[config.mk]
export PLATFORM = sky130hd
export DESIGN_NAME = flags_unit
export DESIGN_NICKNAME = d
export VERILOG_FILES = /design/src/rtl/flags_pkg.sv /design/src/rtl/flags_arith.sv /design/src/rtl/flags_ctrl.sv /design/src/rtl/flags_unit.sv
export SDC_FILE = /design/constraint.sdc
export NUM_CORES = 1
export LEC_CHECK = 0
export CORE_MARGIN = 4
export CORE_UTILIZATION = 29
export CTS_CLUSTER_DIAMETER = 80
export DETAILED_ROUTE_END_ITERATION = 8
export PLACE_DENSITY = 0.88
export SYNTH_ARGS = -nofsm -noshare
export SYNTH_HDL_FRONTEND = slang
export SYNTH_SLANG_ARGS = --single-unit
[constraint.sdc]
create_clock -name clk_i -period 1.1 [get_ports clk_i]
set_input_delay 0.11 -clock clk_i [delete_from_list [all_inputs] [get_ports clk_i]]
set_output_delay 0.11 -clock clk_i [all_outputs]
set_load 0.03 [all_outputs]
[src/rtl/flags_pkg.sv]
package flags_pkg;
  localparam int NUM_W  = 3;                   // 8, 16, 32
  localparam int DATA_W = 8 << (NUM_W - 1);
  localparam int WORD_W = 16;

  localparam int CF_BIT = 0;
  localparam int ON_BIT = 1;
  localparam int PF_BIT = 2;
  localparam int AF_BIT = 4;
  localparam int ZF_BIT = 6;
  localparam int SF_BIT = 7;
  localparam int TF_BIT = 8;
  localparam int IF_BIT = 9;
  localparam int DF_BIT = 10;
  localparam int OF_BIT = 11;

  typedef enum logic [2:0] {
    CMD_NONE    = 3'd0,
    CMD_DIR_SET = 3'd1,
    CMD_DIR_CLR = 3'd2,
    CMD_INT_SET = 3'd3,
    CMD_INT_CLR = 3'd4,
    CMD_TRAP_LD = 3'd5
  } cmd_e;

  typedef struct packed {
    logic cf;
    logic pf;
    logic af;
    logic zf;
    logic sf;
    logic of;
  } arith_t;
endpackage

[src/rtl/flags_arith.sv]
module flags_arith
  import flags_pkg::*;
(
  input  logic [DATA_W-1:0] opa_i,
  input  logic [DATA_W-1:0] opb_i,
  input  logic [DATA_W-1:0] res_i,
  input  logic [1:0]        width_i,
  input  logic              sub_i,
  output arith_t            flags_o
);
  logic [NUM_W-1:0] cy_w, ov_w, sg_w, zr_w;

  for (genvar g = 0; g < NUM_W; g++) begin : g_width
    localparam int W = 8 << g;
    logic am, bm, rm;
    assign am = opa_i[W-1];
    assign bm = opb_i[W-1];
    assign rm = res_i[W-1];
    // carry out on add, borrow on subtract
    assign cy_w[g] = sub_i ? ((~am & bm) | ((~am | bm) & rm))
                           : ((am & bm) | ((am | bm) & ~rm));
    assign ov_w[g] = sub_i ? ((am ^ bm) & (rm ^ am))
                           : (~(am ^ bm) & (rm ^ am));
    assign sg_w[g] = rm;
    assign zr_w[g] = ~|res_i[W-1:0];
  end

  logic [1:0] sel;
  always_comb begin
    sel = (width_i >= 2'(NUM_W - 1)) ? 2'(NUM_W - 1) : width_i;
  end

  always_comb begin
    flags_o.cf = cy_w[sel];
    flags_o.of = ov_w[sel];
    flags_o.sf = sg_w[sel];
    flags_o.zf = zr_w[sel];
    flags_o.pf = ~^res_i[7:0];
    flags_o.af = opa_i[4] ^ opb_i[4] ^ res_i[4];
  end
endmodule

[src/rtl/flags_ctrl.sv]
module flags_ctrl
  import flags_pkg::*;
(
  input  logic       clk_i,
  input  logic       rst_ni,
  input  logic [2:0] cmd_i,
  input  logic       trap_val_i,
  input  logic       irq_i,
  output logic       df_o,
  output logic       ie_o,
  output logic       tf_o,
  output logic       irq_take_o
);
  cmd_e cmd;
  assign cmd = cmd_e'(cmd_i);

  logic df_q, ie_q, tf_q;

  always_ff @(posedge clk_i or negedge rst_ni) begin
    if (!rst_ni) begin
      df_q <= 1'b0;
      ie_q <= 1'b0;
      tf_q <= 1'b0;
    end else begin
      case (cmd)
        CMD_DIR_SET: df_q <= 1'b1;
        CMD_DIR_CLR: df_q <= 1'b0;
        CMD_INT_SET: ie_q <= 1'b1;
        CMD_INT_CLR: ie_q <= 1'b0;
        CMD_TRAP_LD: tf_q <= trap_val_i;
        default: ;
      endcase
    end
  end

  assign df_o       = df_q;
  assign ie_o       = ie_q;
  assign tf_o       = tf_q;
  assign irq_take_o = irq_i & ie_q;

  p_dir_set_r8: assert property (@(posedge clk_i) disable iff (!rst_ni)
    (cmd_i == 3'd1) |=> df_o);
  p_dir_clr_r8: assert property (@(posedge clk_i) disable iff (!rst_ni)
    (cmd_i == 3'd2) |=> !df_o);
  p_int_set_r9: assert property (@(posedge clk_i) disable iff (!rst_ni)
    (cmd_i == 3'd3) |=> ie_o);
  p_int_clr_r9: assert property (@(posedge clk_i) disable iff (!rst_ni)
    (cmd_i == 3'd4) |=> !irq_take_o);
  p_idle_hold_r10: assert property (@(posedge clk_i) disable iff (!rst_ni)
    (cmd_i == 3'd0 || cmd_i > 3'd5) |=> $stable({df_o, ie_o, tf_o}));
endmodule

[src/rtl/flags_unit.sv]
module flags_unit
  import flags_pkg::*;
(
  input  logic              clk_i,
  input  logic              rst_ni,
  input  logic              upd_en_i,
  input  logic              sub_i,
  input  logic [1:0]        width_i,
  input  logic [DATA_W-1:0] opa_i,
  input  logic [DATA_W-1:0] opb_i,
  input  logic [DATA_W-1:0] res_i,
  input  logic [2:0]        cmd_i,
  input  logic              trap_val_i,
  input  logic              irq_i,
  output logic [WORD_W-1:0] flags_o,
  output logic              irq_take_o
);
  arith_t arith_d, arith_q;
  logic   df, ie, tf;

  flags_arith u_arith (
    .opa_i   (opa_i),
    .opb_i   (opb_i),
    .res_i   (res_i),
    .width_i (width_i),
    .sub_i   (sub_i),
    .flags_o (arith_d)
  );

  flags_ctrl u_ctrl (
    .clk_i      (clk_i),
    .rst_ni     (rst_ni),
    .cmd_i      (cmd_i),
    .trap_val_i (trap_val_i),
    .irq_i      (irq_i),
    .df_o       (df),
    .ie_o       (ie),
    .tf_o       (tf),
    .irq_take_o (irq_take_o)
  );

  always_ff @(posedge clk_i or negedge rst_ni) begin
    if (!rst_ni)       arith_q <= '0;
    else if (upd_en_i) arith_q <= arith_d;
  end

  always_comb begin
    flags_o         = '0;
    flags_o[ON_BIT] = 1'b1;
    flags_o[CF_BIT] = arith_q.cf;
    flags_o[PF_BIT] = arith_q.pf;
    flags_o[AF_BIT] = arith_q.af;
    flags_o[ZF_BIT] = arith_q.zf;
    flags_o[SF_BIT] = arith_q.sf;
    flags_o[OF_BIT] = arith_q.of;
    flags_o[TF_BIT] = tf;
    flags_o[IF_BIT] = ie;
    flags_o[DF_BIT] = df;
  end

  p_arith_hold_r11: assert property (@(posedge clk_i) disable iff (!rst_ni)
    !upd_en_i |=> $stable({flags_o[11], flags_o[7:6], flags_o[4], flags_o[2], flags_o[0]}));
  p_ctrl_hold_r11: assert property (@(posedge clk_i) disable iff (!rst_ni)
    (cmd_i == 3'd0) |=> $stable(flags_o[10:8]));
  p_zero_pos_r5: assert property (@(posedge clk_i) disable iff (!rst_ni)
    flags_o[ZF_BIT] |-> !flags_o[SF_BIT]);
  p_zero_par_r3: assert property (@(posedge clk_i) disable iff (!rst_ni)
    flags_o[ZF_BIT] |-> flags_o[PF_BIT]);
  p_gate_r9: assert property (@(posedge clk_i) disable iff (!rst_ni)
    irq_take_o |-> flags_o[IF_BIT]);
endmodule

==> flow_metrics.tcl <==
set metrics [dict create \
    drc 0 \
    p_leak_nw 0.9391 \
    die_w_um 67.26 \
    syn-cell-area_mm2 0.001018 \
    postRouteAntennaNets 0 \
    met3_length_um 222 \
    gr-total-overflow 0 \
    clockRootBuffer "clkbuf_4" \
    path_depth 7 \
    setup_violations 1 \
    drv_slew 0 \
    antenna_found_initial 0 \
    synth-seq-cells 9 \
    total_power_mw 1.524 \
    drtIter0Drc 5 \
    rr_endpoint "u_ctrl.ie_o" \
    endpoint_kind "register" \
    clockBufferDepth 2 \
    die_h_um 67.26 \
    place.gp.congestion 0.7345 \
    path_cells "buf_8, inv_4, ha_4, xor2_1, or3_1, a211oi_2, a211o_1" \
    r2r_setup_slack_ns 0.26 \
    slowest_stage "or3_1" \
    grt_pass1_wl_um 4595 \
    r2r_cells 3 \
    ys_seq_area_frac 0.2211 \
    vias 1046 \
    rsz0062_at_grt "yes" \
    period_minus_slack_ns 1.132 \
    wl_met2_um 1516 \
    antenna_cells 0 \
    fin_crit_sh 1.029 \
    num-nets-final 322 \
    synth_cell_type_count 30 \
    arrival_ns 1.33 \
    vdd_drop_max_v 0.0004056 \
    cts-htree-levels 1 \
    fin_ws_ns -0.03235 \
    dieArea_mm2 0.004524 \
    dpl.hpwl_um 2437 \
    critPathTopFamily "simple AND/OR/NAND/NOR gates" \
    core_mm2 0.003363 \
    cts_tree "yes" \
    hold_class "input port to async pin" \
    vias_per_cell 4.287 \
    drv_cap 0 \
    cp.buffers_inverters 2 \
    path_clk_slew_ns 0.07 \
    critPathRequiredTime_ns 1.30 \
    grt_pass1_vias 1086 \
    grt_use_total 0.1314 \
    path_class "input port to register" \
    start_util 0.3028 \
    synthCells 118 \
    fin_util 0.5815 \
    top_layer "met4" \
    synthToLayoutAreaGrowth_pct 92.02 \
    max_freq_ghz 0.8831 \
    cts_sinks 9 \
    critPathLaunchType "input port" \
    hold_viol 0 \
    rows 21 \
    cpPeakStageDelay_ns 0.38 \
    failed_checks "setup timing" \
    drive_gt1_frac 0.3737 \
    status "complete, but fails checks" \
    firstDrtPassIters 2 \
    postCtsHoldBufs 0 \
    grt_max_degree 10 \
    ios 124 \
    cp_max_fo 4 \
    wl_met1_um 1033 \
    clk-insertion-delay-late_ns 0.26 \
    fin_worst_skew_ns 0 \
    wl_per_cell_um 11.48 \
    cts_made_buffers 3 \
    finalWirelength_um 2800 \
    yosys_warnings 0 \
    synth.avg_cell_area_um2 8.631 \
    cellPowerDensity_mw_per_mm2 779.2 \
    port_buffers 60 \
    rr_startpoint "u_ctrl.ie_o" \
]
-- Yosys cell counts --
| cell | count | area, um^2 |
|---|---|---|
| nor3_1 | 2 | 10.01 |
| o31ai_1 | 1 | 7.510 |
| nand3_1 | 2 | 10.01 |
| buf_6 | 1 | 11.26 |
| ha_1 | 16 | 200.2 |
| buf_4 | 10 | 75.07 |
| nor2_1 | 7 | 26.28 |
| o21ai_0 | 5 | 25.02 |
| a211oi_1 | 1 | 7.510 |
| dfrtp_1 | 9 | 225.2 |
| nor4_1 | 6 | 37.54 |
| nand4_1 | 1 | 6.260 |
| mux2i_1 | 1 | 10.01 |
| mux2_2 | 4 | 45.04 |
| a211o_1 | 2 | 17.52 |
| nor3b_1 | 1 | 7.510 |
| a21oi_1 | 2 | 10.01 |
| a2111oi_2 | 1 | 15.01 |
| o32a_1 | 1 | 10.01 |
| xor2_1 | 3 | 26.28 |
| nand2_1 | 6 | 22.52 |
| mux4_2 | 1 | 22.52 |
| inv_1 | 19 | 71.32 |
| and2_1 | 1 | 6.260 |
| nor4_2 | 1 | 12.51 |
| nor2b_1 | 2 | 12.51 |
| conb_1 | 2 | 7.510 |
| or3_1 | 1 | 6.260 |
| clkbuf_1 | 1 | 3.750 |
| xnor2_1 | 8 | 70.07 |
-- cell type report --
class / count / area, um^2
fillers: 327 / 1408
multi-input cells: 83 / 789.5
repair buffers: 83 / 753.2
flip-flops and latches: 9 / 225.2
inverters: 19 / 103.9
well taps: 46 / 57.56
clock buffers: 4 / 26.28
-- cells in the final DEF, fill, tap and decap left out, types with 2 or more instances in the layout --
master,n
ha_1,10
a21oi_1,2
clkdlybuf4s50_1,25
inv_12,2
nor2_1,6
o21ai_0,5
conb_1,7
buf_6,3
nor3_1,2
xnor2_2,2
nor4_2,7
clkbuf_4,3
a211o_1,2
nand2_1,6
dlygate4sd2_1,15
nand3_1,2
inv_1,10
buf_4,31
dfrtp_1,9
ha_4,5
nor2b_1,2
dlymetal6s2s_1,4
inv_2,5
mux2_2,3
xor2_1,3
xnor2_1,6
-- registers in the layout, summed over array words and instances (netlist names) --
signal       cells
flags_o          6
u_ctrl.df_o      1
u_ctrl.ie_o      1
u_ctrl.tf_o      1
-- power breakdown --
part | internal [mW] | switching [mW] | leakage (nW) | total [mW]
logic | 0.447 | 0.393 | 0.817 | 0.841
clock network | 0.140 | 0.125 | 0.0150 | 0.265
registers | 0.387 | 0.0311 | 0.107 | 0.418
total | 0.974 | 0.550 | 0.939 | 1.52
-- kinds of logic after synthesis --
| logic type | Yosys count | share of synthesized area |
|---|---|---|
| AOI/OAI and AO/OA | 13 | 0.09091 |
| and+or+nand+nor | 30 | 0.1548 |
| DFF | 9 | 0.2211 |
| xor gates and xnor gates | 11 | 0.09460 |
| other | 2 | 0.007374 |
| buffers and inverters | 31 | 0.1585 |
| adders and majority gates | 16 | 0.1966 |
| muxes | 6 | 0.07616 |
-- worst register-to-register path, delay by kind of cell (launching register included) --
kind / cells / cell delay [ns]
flops: 1 / 0.39
compound gates: 1 / 0.14
simple gates: 1 / 0.06
buf+inv: 1 / 0.14
-- layer usage --
layer  global-route usage  up-vias
met3              0.02496        3
met1               0.1480      464
li1                     -      534
met2               0.2442       45
met4              0.04557        0
met5                    0        -
-- timing repair --
item	CTS	global route
resized for setup	51	17
gates cloned	0	0
endpoints found under the setup margin	5	5
pin swaps	20	9
setup buffers	0	2
-- per-stage QoR --
step                std cells  instance area [um^2]  hold WS [ns]   TNS, ns  setup WS, ns
detailed placement        239                  1810        0.4496    -3.215       -0.8222
floorplan                 123                  1102       -0.1856   -0.1430       -0.1208
global placement          239                  1810        0.4525    -3.004       -0.7717
global route              244                  1956        0.1631   -0.2032      -0.08709
finish                    244                  1956        0.1379  -0.03235      -0.03235
CTS                       243                  1892        0.1590  -0.03105      -0.03105
-- worst max path at each step --
stage,from,endpoint,slack [ns]
6_report,opa_i[7],flags_o[11],-0.03
4_1_cts,opb_i[7],flags_o[11],-0.03
5_1_grt,opb_i[7],flags_o[11],-0.09
3_3_place_gp,opb_i[7],flags_o[11],-0.77
2_1_floorplan,opb_i[7],flags_o[11],-0.12
3_5_place_dp,opb_i[7],flags_o[11],-0.82
Note: power is estimated with default switching activity, not from simulation.
